File: config.mk
export PLATFORM = sky130hd
export DESIGN_NAME = flash_status_ctrl
export DESIGN_NICKNAME = d
export VERILOG_FILES = /design/src/rtl/fsc_pkg.sv /design/src/rtl/fsc_datapath.sv /design/src/rtl/fsc_control.sv /design/src/rtl/flash_status_ctrl.sv
export SDC_FILE = /design/constraint.sdc
export NUM_CORES = 1
export LEC_CHECK = 0
export CORE_UTILIZATION = 43
export CTS_BUF_LIST = sky130_fd_sc_hd__clkbuf_16
export DETAILED_ROUTE_END_ITERATION = 6
export PLACE_DENSITY = 0.75
export SETUP_SLACK_MARGIN = 0.02
export SLEW_MARGIN = 20
export SYNTH_ARGS = -nofsm -noshare
export SYNTH_HDL_FRONTEND = slang
export SYNTH_SLANG_ARGS = --single-unit
File: constraint.sdc
create_clock -name clk -period 2 [get_ports clk]
set_input_delay 0.6 -clock clk [delete_from_list [all_inputs] [get_ports clk]]
set_output_delay 0.6 -clock clk [all_outputs]
set_load 0.005 [all_outputs]
File: src/rtl/fsc_pkg.sv
package fsc_pkg;

  localparam logic [7:0] CMD_PROG_SETUP   = 8'h40;
  localparam logic [7:0] CMD_PROG_CONFIRM = 8'hD1;
  localparam logic [7:0] CMD_ERASE_SETUP  = 8'h20;
  localparam logic [7:0] CMD_ERASE_CONFIRM = 8'hD0;
  localparam logic [7:0] CMD_SUSPEND      = 8'hB0;
  localparam logic [7:0] CMD_RESUME       = 8'hD0;
  localparam logic [7:0] CMD_CLEAR        = 8'h50;

  typedef enum logic [2:0] {
    ST_IDLE,
    ST_SETUP,
    ST_VPP_PRE,
    ST_PULSE,
    ST_VPP_VFY,
    ST_VERIFY,
    ST_SUSPENDED
  } fscState_e;

  // strobes from control to datapath
  typedef struct packed {
    logic startOp;     // confirm accepted, clear pulse count, latch op kind
    logic startErase;  // op kind latched with startOp
    logic incCnt;      // one pulse issued
    logic setSeqErr;   // malformed sequence
    logic setLock;     // locked block targeted
    logic setVppLow;   // supply low at a check point
    logic setVfyFail;  // pulse limit reached without pass
    logic setSusp;     // suspend accepted
    logic clrSusp;     // resume accepted
    logic clrErr;      // clear-status accepted
  } fscStrobe_t;

endpackage

File: src/rtl/fsc_datapath.sv
module fsc_datapath
  import fsc_pkg::*;
#(
  parameter int NUM_BLOCKS = 8,
  parameter int MAX_ERASE  = 8,
  parameter int MAX_PROG   = 4,
  localparam int BLK_W   = (NUM_BLOCKS > 1) ? $clog2(NUM_BLOCKS) : 1,
  localparam int MAX_ALL = (MAX_ERASE > MAX_PROG) ? MAX_ERASE : MAX_PROG,
  localparam int CNT_W   = $clog2(MAX_ALL + 1)
) (
  input  logic             clk,
  input  logic             rstN,
  input  fscStrobe_t       strb,
  input  logic             busy,
  input  logic [BLK_W-1:0] blockAddr,
  input  logic             wpN,
  input  logic             bootTop,
  output logic             locked,
  output logic             cntAtMax,
  output logic             opErase,
  output logic [7:0]       statusByte
);

  localparam logic [BLK_W-1:0] TOP_FIRST  = BLK_W'(NUM_BLOCKS - 2);
  localparam logic [BLK_W-1:0] BOT_LAST   = BLK_W'(1);
  localparam logic [CNT_W-1:0] ERASE_LIM  = CNT_W'(MAX_ERASE);
  localparam logic [CNT_W-1:0] PROG_LIM   = CNT_W'(MAX_PROG);

  logic [CNT_W-1:0] pulseCnt;
  logic eraseSusp, progSusp;
  logic eraseFail, progFail, vppLow, lockErr;
  logic inBootRange;

  // boot-block decode
  always_comb begin
    if (bootTop) inBootRange = (blockAddr >= TOP_FIRST);
    else         inBootRange = (blockAddr <= BOT_LAST);
    locked = !wpN && inBootRange;
  end

  assign cntAtMax = opErase ? (pulseCnt >= ERASE_LIM) : (pulseCnt >= PROG_LIM);

  // pulse counter and operation kind
  always_ff @(posedge clk) begin
    if (!rstN) begin
      pulseCnt <= '0;
      opErase  <= 1'b0;
    end else if (strb.startOp) begin
      pulseCnt <= '0;
      opErase  <= strb.startErase;
    end else if (strb.incCnt) begin
      pulseCnt <= pulseCnt + CNT_W'(1);
    end
  end

  // suspend flags: held until resume
  always_ff @(posedge clk) begin
    if (!rstN) begin
      eraseSusp <= 1'b0;
      progSusp  <= 1'b0;
    end else if (strb.clrSusp) begin
      eraseSusp <= 1'b0;
      progSusp  <= 1'b0;
    end else if (strb.setSusp) begin
      if (opErase) eraseSusp <= 1'b1;
      else         progSusp  <= 1'b1;
    end
  end

  // sticky error flags
  always_ff @(posedge clk) begin
    if (!rstN) begin
      eraseFail <= 1'b0;
      progFail  <= 1'b0;
      vppLow    <= 1'b0;
      lockErr   <= 1'b0;
    end else if (strb.clrErr) begin
      eraseFail <= 1'b0;
      progFail  <= 1'b0;
      vppLow    <= 1'b0;
      lockErr   <= 1'b0;
    end else begin
      if (strb.setSeqErr) begin
        eraseFail <= 1'b1;
        progFail  <= 1'b1;
      end
      if (strb.setVfyFail) begin
        if (opErase) eraseFail <= 1'b1;
        else         progFail  <= 1'b1;
      end
      if (strb.setVppLow) vppLow  <= 1'b1;
      if (strb.setLock)   lockErr <= 1'b1;
    end
  end

  assign statusByte = {!busy, eraseSusp, eraseFail, progFail,
                       vppLow, progSusp, lockErr, 1'b0};

endmodule

File: src/rtl/fsc_control.sv
module fsc_control
  import fsc_pkg::*;
(
  input  logic       clk,
  input  logic       rstN,
  input  logic       cmdValid,
  input  logic [7:0] cmdCode,
  input  logic       locked,
  input  logic       vppGood,
  input  logic       verifyPass,
  input  logic       cntAtMax,
  input  logic       opErase,
  output fscStrobe_t strb,
  output logic       busy,
  output logic       progPulse,
  output logic       erasePulse,
  output logic       verifyReq
);

  fscState_e state, stateNxt;
  logic pendErase, pendEraseNxt;
  logic suspendReq;
  logic [7:0] wantConfirm;

  assign suspendReq  = cmdValid && (cmdCode == CMD_SUSPEND);
  assign wantConfirm = pendErase ? CMD_ERASE_CONFIRM : CMD_PROG_CONFIRM;
  assign busy = (state == ST_VPP_PRE) || (state == ST_PULSE) ||
                (state == ST_VPP_VFY) || (state == ST_VERIFY);

  always_comb begin
    stateNxt     = state;
    pendEraseNxt = pendErase;
    strb         = '0;
    progPulse    = 1'b0;
    erasePulse   = 1'b0;
    verifyReq    = 1'b0;
    case (state)
      ST_IDLE: begin
        if (cmdValid) begin
          if (cmdCode == CMD_PROG_SETUP) begin
            stateNxt     = ST_SETUP;
            pendEraseNxt = 1'b0;
          end else if (cmdCode == CMD_ERASE_SETUP) begin
            stateNxt     = ST_SETUP;
            pendEraseNxt = 1'b1;
          end else if (cmdCode == CMD_CLEAR) begin
            strb.clrErr = 1'b1;
          end
        end
      end
      ST_SETUP: begin
        if (cmdValid) begin
          stateNxt = ST_IDLE;
          if (cmdCode != wantConfirm) begin
            strb.setSeqErr = 1'b1;
          end else if (locked) begin
            strb.setLock = 1'b1;
          end else begin
            strb.startOp    = 1'b1;
            strb.startErase = pendErase;
            stateNxt        = ST_VPP_PRE;
          end
        end
      end
      ST_VPP_PRE, ST_PULSE, ST_VPP_VFY, ST_VERIFY: begin
        if (suspendReq) begin
          strb.setSusp = 1'b1;
          stateNxt     = ST_SUSPENDED;
        end else begin
          case (state)
            ST_VPP_PRE, ST_VPP_VFY: begin
              if (!vppGood) begin
                strb.setVppLow = 1'b1;
                stateNxt       = ST_IDLE;
              end else begin
                stateNxt = (state == ST_VPP_PRE) ? ST_PULSE : ST_VERIFY;
              end
            end
            ST_PULSE: begin
              progPulse   = !opErase;
              erasePulse  = opErase;
              strb.incCnt = 1'b1;
              stateNxt    = ST_VPP_VFY;
            end
            default: begin
              verifyReq = 1'b1;
              if (verifyPass) begin
                stateNxt = ST_IDLE;
              end else if (cntAtMax) begin
                strb.setVfyFail = 1'b1;
                stateNxt        = ST_IDLE;
              end else begin
                stateNxt = ST_PULSE;
              end
            end
          endcase
        end
      end
      ST_SUSPENDED: begin
        if (cmdValid && (cmdCode == CMD_RESUME)) begin
          strb.clrSusp = 1'b1;
          stateNxt     = ST_VPP_VFY;
        end else if (cmdValid && (cmdCode == CMD_CLEAR)) begin
          strb.clrErr = 1'b1;
        end
      end
      default: stateNxt = ST_IDLE;
    endcase
  end

  always_ff @(posedge clk) begin
    if (!rstN) begin
      state     <= ST_IDLE;
      pendErase <= 1'b0;
    end else begin
      state     <= stateNxt;
      pendErase <= pendEraseNxt;
    end
  end

endmodule

File: src/rtl/flash_status_ctrl.sv
module flash_status_ctrl
  import fsc_pkg::*;
#(
  parameter int NUM_BLOCKS = 8,
  parameter int MAX_ERASE  = 8,
  parameter int MAX_PROG   = 4,
  localparam int BLK_W = (NUM_BLOCKS > 1) ? $clog2(NUM_BLOCKS) : 1
) (
  input  logic             clk,
  input  logic             rstN,
  input  logic             cmdValid,
  input  logic [7:0]       cmdCode,
  input  logic [BLK_W-1:0] blockAddr,
  input  logic             wpN,
  input  logic             bootTop,
  input  logic             vppGood,
  input  logic             verifyPass,
  output logic [7:0]       statusByte,
  output logic             progPulse,
  output logic             erasePulse,
  output logic             verifyReq
);

  fscStrobe_t strb;
  logic busy, locked, cntAtMax, opErase;

  fsc_control ctrl (
    .clk        (clk),
    .rstN       (rstN),
    .cmdValid   (cmdValid),
    .cmdCode    (cmdCode),
    .locked     (locked),
    .vppGood    (vppGood),
    .verifyPass (verifyPass),
    .cntAtMax   (cntAtMax),
    .opErase    (opErase),
    .strb       (strb),
    .busy       (busy),
    .progPulse  (progPulse),
    .erasePulse (erasePulse),
    .verifyReq  (verifyReq)
  );

  fsc_datapath #(
    .NUM_BLOCKS (NUM_BLOCKS),
    .MAX_ERASE  (MAX_ERASE),
    .MAX_PROG   (MAX_PROG)
  ) dp (
    .clk        (clk),
    .rstN       (rstN),
    .strb       (strb),
    .busy       (busy),
    .blockAddr  (blockAddr),
    .wpN        (wpN),
    .bootTop    (bootTop),
    .locked     (locked),
    .cntAtMax   (cntAtMax),
    .opErase    (opErase),
    .statusByte (statusByte)
  );

endmodule

==> out/results.ini, run 1 <==
[yosys]
synthesized_area_fraction_occupied_by_adder_cells = 0.03386
dominantRegCellSynth = sky130_fd_sc_hd__dfxtp_1
ys_seq_area_frac = 0.2709
yosys.area.top_type = sky130_fd_sc_hd__dfxtp_1
post_synthesis_compound_gate_area_fraction = 0.1986
postSynthRegisterBits = 15
syn-mean-instance-area_sq_um = 8.212
synth.area.top_cells = sky130_fd_sc_hd__dfxtp_1 27%, sky130_fd_sc_hd__nor2_1 6.1%, sky130_fd_sc_hd__buf_4 5.4%
post_synth_xor_area_fraction = 0.03950
synth-edff-count = 0
synthesis.instances = 135
synth_cell_type_count = 43
synth_fp_nets = 156
synth_warnings = 0
ys_async_sr_fraction = 0
synthSimpleGateAreaFrac = 0.3386
combinational_family_with_the_most_area_after_synthesis = simple AND/OR/NAND/NOR gates
synthDominantCellAreaShare = 0.2709
syn-cell-area_sq_mm = 0.001109
synth_mux_area_frac = 0.02709

[layout]
fin_nets = 213
end_of_flow_core_utilization = 0.6962
drive_gt1_frac = 0.3770
area_growth_from_synthesis_to_final_layout_pct = 54.18
n_antenna_cell = 0

[pwr]
p_seq_frac = 0.373
clock_power_share = 0.494
power.ir.vdd_worst_v = 0.0004780
power_switching_share = 0.2211
cell_internal_pwr_w = 0.0006268
combinational_group_share_of_total_power = 0.133
post-layout-total-power_w = 0.0008047
power.leakage_nw = 0.7125
switching_power_w = 0.0001779
power_density_mw_per_mm2 = 470.8

[sta]
post-route-worst-setup-slack_ps = -223.2
clock-skew-final_ps = 2.809
max_freq_ghz = 0.4498
rsz0062_at_grt = yes
final-hold-violation-count = 0
final-max-slew-violation-count = 0
tcrit_tclk_final = 1.112
finalCriticalPeriod_ps = 2223
final-setup-viol-count = 3

[worst_setup_path]
crit_required_ps = 1400
crit_slowest_cell = sky130_fd_sc_hd__nand4b_1
critical_path.reg2reg.startpoint = ctrl.state[1]
worst_setup_path_start_kind = input pin
timing.critical_path.from = cmdCode[6]
cpPeakStageDelay_ps = 220
worstSetupPathType = input pin to output pin
timing.critical_path.cells = buf_6 > nand4b_1 > buf_4 > nor3_4 > buf_4 > nor3_2 > buf_2
reg2reg_depth = 8
timing.critical_path.arrival_ps = 1620
critical_path.max_fanout = 2
end_kind = output pin
worst_r2r_endpoint = dp.pulseCnt[3]
crit_top_cell = sky130_fd_sc_hd__buf_4
crit_end = progPulse
r2r_setup_slack_ps = 150

[floorplan]
die_height_um = 52.78
initial_utilization = 0.4516
floorplan.core_area_sq_mm = 0.002455
placement_rows = 18
design.portCount = 29
chipWidth_um = 52.78
design.die.area_sq_mm = 0.002785

[route]
drt-initial-drc-count = 56
vias = 1263
drt_pass1_iterations = 4
drt_wl_total_um = 3542
ant_nets = 0
drt-wirelength-per-cell_um = 16.03
detail_route.vias_per_cell = 5.715
route.detailed.drc = 0

[clocking]
clock_root_buffer = sky130_fd_sc_hd__clkbuf_16
htree_levels = 1
cts-buffers-inserted = 3
clk_pin_slew_worst_paths_ps = 50
clock-sinks = 15
cts_tree = yes
clock_tree.buffer_depth = 2
clock_insertion_delay_worst_skew_ps = 250

[place]
port_buffers = 26
globalplace.congestion = 0.8555
place_hpwl_um = 2449

[global_routing]
grt_first_pass_wirelength_um = 5589
initial_antenna_violation_count = 0
number_of_global_route_vias_before_repair = 1224
grt_usage = 0.2857
total_grt_overflow = 0
maximum_number_of_pins_on_one_net_before_global_route_repair = 11

[status]
status = complete, but fails checks
violations = negative setup slack

[worst_hold_path]
min_delay_path_class = flip-flop to flip-flop

[run]
timing.max_cap.violations = 0

==> cell usage after synthesis (all sizes together) (2+ instances only) <==
cell type   n
a21oi       9
a221oi      2
nor2       18
nand3       4
nor2b       7
nand2b      2
and2        2
nor3b       2
inv         6
and4b       2
ha          3
or3         2
o31ai       3
o21ai       3
a31oi       4
nand2       7
mux2i       3
buf        11
xor2        4
nor4        2
nand4b      4
nor3        7
dfxtp      15
==> through the flow <==
step / setup WS, ps / instance area [sq um] / setup TNS [ps] / instances / hold WS, ps
floorplan: 10.08 / 1109 / 0 / 135 / 438.0
global placement: -859.7 / 1564 / -6221 / 211 / 453.1
detailed placement: -894.1 / 1564 / -7104 / 211 / 461.8
CTS: -218.2 / 1688 / -528.1 / 221 / 473.4
global route: -262.9 / 1709 / -738.2 / 221 / 488.3
finish: -223.2 / 1709 / -607.3 / 221 / 468.4
==> per-layer routing <==
layer	wire length [um]	vias to the layer above	track usage
met2	1891	65	0.5316
met5	0	-	0
met1	1326	586	0.3050
met4	141	0	0.1535
li1	-	593	-
met3	183	19	0.03768
==> flip-flops by register name (all words and copies together), names as in the netlist <==
name            cells
dp.pulseCnt         4
dp.progFail         1
dp.lockErr          1
dp.eraseSusp        1
dp.vppLow           1
dp.progSusp         1
dp.eraseFail        1
ctrl.pendErase      1
dp.opErase          1
ctrl.state          3
==> power groups by stage <==
| stage | registers, W | clock network, W | logic, W |
|---|---|---|---|
| floorplan | 0.000306 | 0 | 0.0000328 |
| global placement | 0.000306 | 0 | 0.0000990 |
| detailed placement | 0.000306 | 0 | 0.000103 |
| CTS | 0.000300 | 0.000395 | 0.000101 |
| global route | 0.000300 | 0.000414 | 0.000115 |
| finish | 0.000300 | 0.000397 | 0.000107 |
==> cell type report <==
type,count,area (sq um)
fillers,186,745.7
clock inverters,1,5.005
inverters,6,22.52
multi-input cells,103,765.7
repair buffers,63,500.5
well taps,30,37.54
flip-flops and latches,15,302.8
clock buffers,3,75.07
==> worst min-delay path by stage <==
| stage | endpoint | slack (ps) | startpoint | cells after the start |
|---|---|---|---|---|
| 2_1_floorplan | dp.lockErr | 440 | dp.lockErr | 2 |
| 3_3_place_gp | dp.vppLow | 450 | dp.vppLow | 2 |
| 6_report | dp.eraseSusp | 470 | dp.eraseSusp | 2 |
| 4_1_cts | dp.eraseSusp | 470 | dp.eraseSusp | 2 |
| 3_5_place_dp | dp.eraseSusp | 460 | dp.eraseSusp | 2 |
| 5_1_grt | dp.vppLow | 490 | dp.vppLow | 2 |
==> timing repair <==
item,4_1_cts,5_1_grt
pin swaps,8,7
endpoints found under the hold margin,0,0
hold buffers,0,0
setup endpoints to repair,18,8
resized for setup,54,3
setup buffers,6,0
==> layout by cell type, fill, tap and decap left out, types with 6 or more instances in the layout <==
cell / netlist / final
sky130_fd_sc_hd__a21oi_1: 9 / 8
sky130_fd_sc_hd__buf_2: 3 / 8
sky130_fd_sc_hd__buf_4: 8 / 36
sky130_fd_sc_hd__clkdlybuf4s50_1: 0 / 13
sky130_fd_sc_hd__dfxtp_1: 15 / 13
sky130_fd_sc_hd__nand2_1: 7 / 7
sky130_fd_sc_hd__nor2_1: 18 / 18
sky130_fd_sc_hd__nor2b_1: 6 / 6
==> logic make-up after synthesis <==
family	Yosys count
XOR/XNOR	5
AND/OR/NAND/NOR	63
AO/OA/AOI/OAI	28
multiplexers	3
adder cells (fa/ha/maj)	3
flip-flops	15
buffers and inverters	17
other	1
==> worst max-delay path: cells and delay by family <==
family | cells | cell delay, ps
buffers and inverters | 4 | 570
and+or+nand+nor | 3 | 450
No activity file was read; power rests on OpenSTA's default activity.
==> run 2, diff against run 1 <==
--- a/config.mk
+++ b/config.mk
@@ -8,9 +8,9 @@
 export CORE_UTILIZATION = 43
 export CTS_BUF_LIST = sky130_fd_sc_hd__clkbuf_16
 export DETAILED_ROUTE_END_ITERATION = 6
+export GPL_TIMING_DRIVEN = 0
 export PLACE_DENSITY = 0.75
 export SETUP_SLACK_MARGIN = 0.02
-export SLEW_MARGIN = 20
 export SYNTH_ARGS = -nofsm -noshare
 export SYNTH_HDL_FRONTEND = slang
 export SYNTH_SLANG_ARGS = --single-unit
==> run 2 against run 1 <==
  * The run still ends with negative setup slack left
  * Routed wire length decreased by 10%
  * Critical path depth is the same
  * Register-to-register slack worse by 30 ps
  * Combinational power decreased by 18%
  * Sequential share of layout area is 0.28 points higher
  * Via count fell by 4.3%
  * Highest routed layer unchanged
  * Critical path type unchanged
  * Design area fell by 1.5%
  * Clock skew decreased by 1.6 ps
  * Sequential power barely moved
  * Core utilization shrank 1.1 points
==> out/results.ini, run 2 (synthesized netlist as in run 1, its figures left out) <==
[pwr]
switching_power_w = 0.0001799  ; +1.1%
p_seq_frac = 0.378  ; +0.005
cell_internal_pwr_w = 0.0006141  ; -2.0%
combinational_group_share_of_total_power = 0.111  ; -0.022
clock_power_share = 0.511  ; +0.017
power_density_mw_per_mm2 = 471.8  ; +0.21%
power_switching_share = 0.2266  ; +0.005507
power.ir.vdd_worst_v = 0.0004958  ; +3.7%
power.leakage_nw = 0.7101  ; -0.35%

[global_routing]
grt_usage = 0.2461  ; -0.03963
grt_first_pass_wirelength_um = 4795  ; -14%
total_grt_overflow = 0  ; unchanged
number_of_global_route_vias_before_repair = 1121  ; -8.4%
initial_antenna_violation_count = 0  ; unchanged
maximum_number_of_pins_on_one_net_before_global_route_repair = 11  ; unchanged

[layout]
largest_reg_flops = 4  ; unchanged
final_cell_mix = 26 x sky130_fd_sc_hd__buf_4, 17 x sky130_fd_sc_hd__nor2_1, 13 x sky130_fd_sc_hd__dfxtp_1
end_of_flow_core_utilization = 0.6855  ; -0.01070
registers.top_by_ff_count = dp.pulseCnt
drive_gt1_frac = 0.3784  ; +0.001415
fin_nets = 207  ; -2.8%
mostFrequentLayoutCell = sky130_fd_sc_hd__buf_4
n_antenna_cell = 0  ; unchanged
area_growth_from_synthesis_to_final_layout_pct = 51.81
largest_registers = dp.pulseCnt (4), ctrl.state (3)

[clocking]
clock-sinks = 15  ; unchanged
clock_insertion_delay_worst_skew_ps = 250  ; about the same
cts_hold_buffers = 0  ; unchanged
cts-buffers-inserted = 3  ; unchanged
clock_tree.buffer_depth = 2  ; unchanged
clock_root_buffer = sky130_fd_sc_hd__clkbuf_16
clk_pin_slew_worst_paths_ps = 50  ; about the same
cts_tree = yes
htree_levels = 1  ; unchanged

[sta]
fin_hold_ws_ps = 482.2  ; +13.79 ps
post-route-worst-setup-slack_ps = -260.4  ; -37.28 ps
tcrit_tclk_final = 1.130  ; +0.01864
fin_setup_tns_ps = -642.2  ; -34.92 ps
max_freq_ghz = 0.4424  ; -1.6%
rsz0062_at_grt = yes
finalCriticalPeriod_ps = 2260  ; +37.28 ps
final-setup-viol-count = 3  ; unchanged
final-hold-violation-count = 0  ; unchanged
final-max-slew-violation-count = 0  ; unchanged
clock-skew-final_ps = 1.178  ; -1.631 ps

[floorplan]
initial_utilization = 0.4516  ; unchanged
placement_rows = 18  ; unchanged
floorplan.core_area_sq_mm = 0.002455  ; unchanged
chipWidth_um = 52.78  ; unchanged
design.portCount = 29  ; unchanged
design.die.area_sq_mm = 0.002785  ; unchanged
die_height_um = 52.78  ; unchanged

[route]
vias = 1209  ; -4.3%
drt_pass1_iterations = 4  ; unchanged
detail_route.vias_per_cell = 5.623  ; -1.6%
ant_nets = 0  ; unchanged
drt-initial-drc-count = 12  ; -79%
route.detailed.drc = 0  ; unchanged
drt-wirelength-per-cell_um = 14.82  ; -7.5%
drt_wl_total_um = 3186  ; -10%

[place]
place_hpwl_um = 2003  ; -18%
port_buffers = 26  ; unchanged
dp_slack_ps = -981.4  ; -87.34 ps
globalplace.congestion = 0.8581  ; +0.30%

[worst_hold_path]
min_delay_path_class = flip-flop to flip-flop

[worst_setup_path]
worstSetupPathType = input pin to output pin
end_kind = output pin
crit_required_ps = 1400  ; about the same
worst_setup_path_start_kind = input pin
critical_path.max_fanout = 2  ; unchanged
timing.critical_path.arrival_ps = 1660  ; +40 ps

[status]
violations = negative setup slack
status = complete, but fails checks

[run]
timing.max_cap.violations = 0  ; unchanged

-- run 2: changes by cell type in the layout (fill, tap and decap cells not counted), sizes merged --
| cell | before | now |
|---|---|---|
| clkdlybuf4s50 | 13 | 12 |
| dlygate4sd2 | 3 | 1 |
| clkbuf | 3 | 4 |
| dlymetal6s2s | 0 | 1 |
| buf | 47 | 42 |
-- run 2: repair_timing --
item | 4_1_cts | 5_1_grt
pin swaps | 13 | 12
gates resized for setup | 66 | 9
setup buffers | 20 | 4
endpoints found under the setup margin | 15 | 11
-- run 2: final timing paths --
check / slack, ps / depth (start not counted) / to / from
worst min-delay path: 480 / 2 / dp.vppLow / dp.vppLow
worst min register to register: 480 / 2 / dp.vppLow / dp.vppLow
worst max register to register: 120 / 10 / dp.pulseCnt[3] / ctrl.state[1]
worst max-delay path: -260 / 7 / erasePulse / cmdCode[2]
-- run 2: worst max-delay path, stage by stage --
cell,delay [ps]
sky130_fd_sc_hd__buf_8,90
sky130_fd_sc_hd__or3_4,390
sky130_fd_sc_hd__buf_6,130
sky130_fd_sc_hd__nor3_4,150
sky130_fd_sc_hd__buf_6,130
sky130_fd_sc_hd__nor3_2,40
sky130_fd_sc_hd__buf_2,120
-- run 2: power groups by stage --
stage          sequential [W]  clock, W  combinational, W
2_1_floorplan        0.000306         0         0.0000328
3_3_place_gp         0.000306         0         0.0000784
3_5_place_dp         0.000306         0         0.0000804
4_1_cts              0.000300  0.000411         0.0000873
5_1_grt              0.000300  0.000418         0.0000944
6_report             0.000300  0.000406         0.0000878
-- run 2: layout make-up --
type                    instances  area, sq um
inverters                       6        27.53
well taps                      30        37.54
flip-flops and latches         15        302.8
clock buffers                   3        75.07
repair buffers                 47        386.6
multi-input cells             103        765.7
clock inverters                 1        5.005
plain buffers                  10        82.58
fillers                       173        772.0
-- run 2: metal layers --
metal | track usage | wire (um) | vias up
met4 | 0.1842 | 114 | 0
met3 | 0.05507 | 209 | 12
li1 | - | - | 577
met5 | 0 | 0 | -
met1 | 0.2653 | 1280 | 566
met2 | 0.4135 | 1582 | 54
-- run 2: stage by stage --
stage,instances,total power (W),instance area [sq um]
floorplan,135,0.0003392,1109
global placement,191,0.0003849,1406
detailed placement,191,0.0003869,1406
CTS,213,0.0007984,1679
global route,215,0.0008121,1683
finish,215,0.0007940,1683
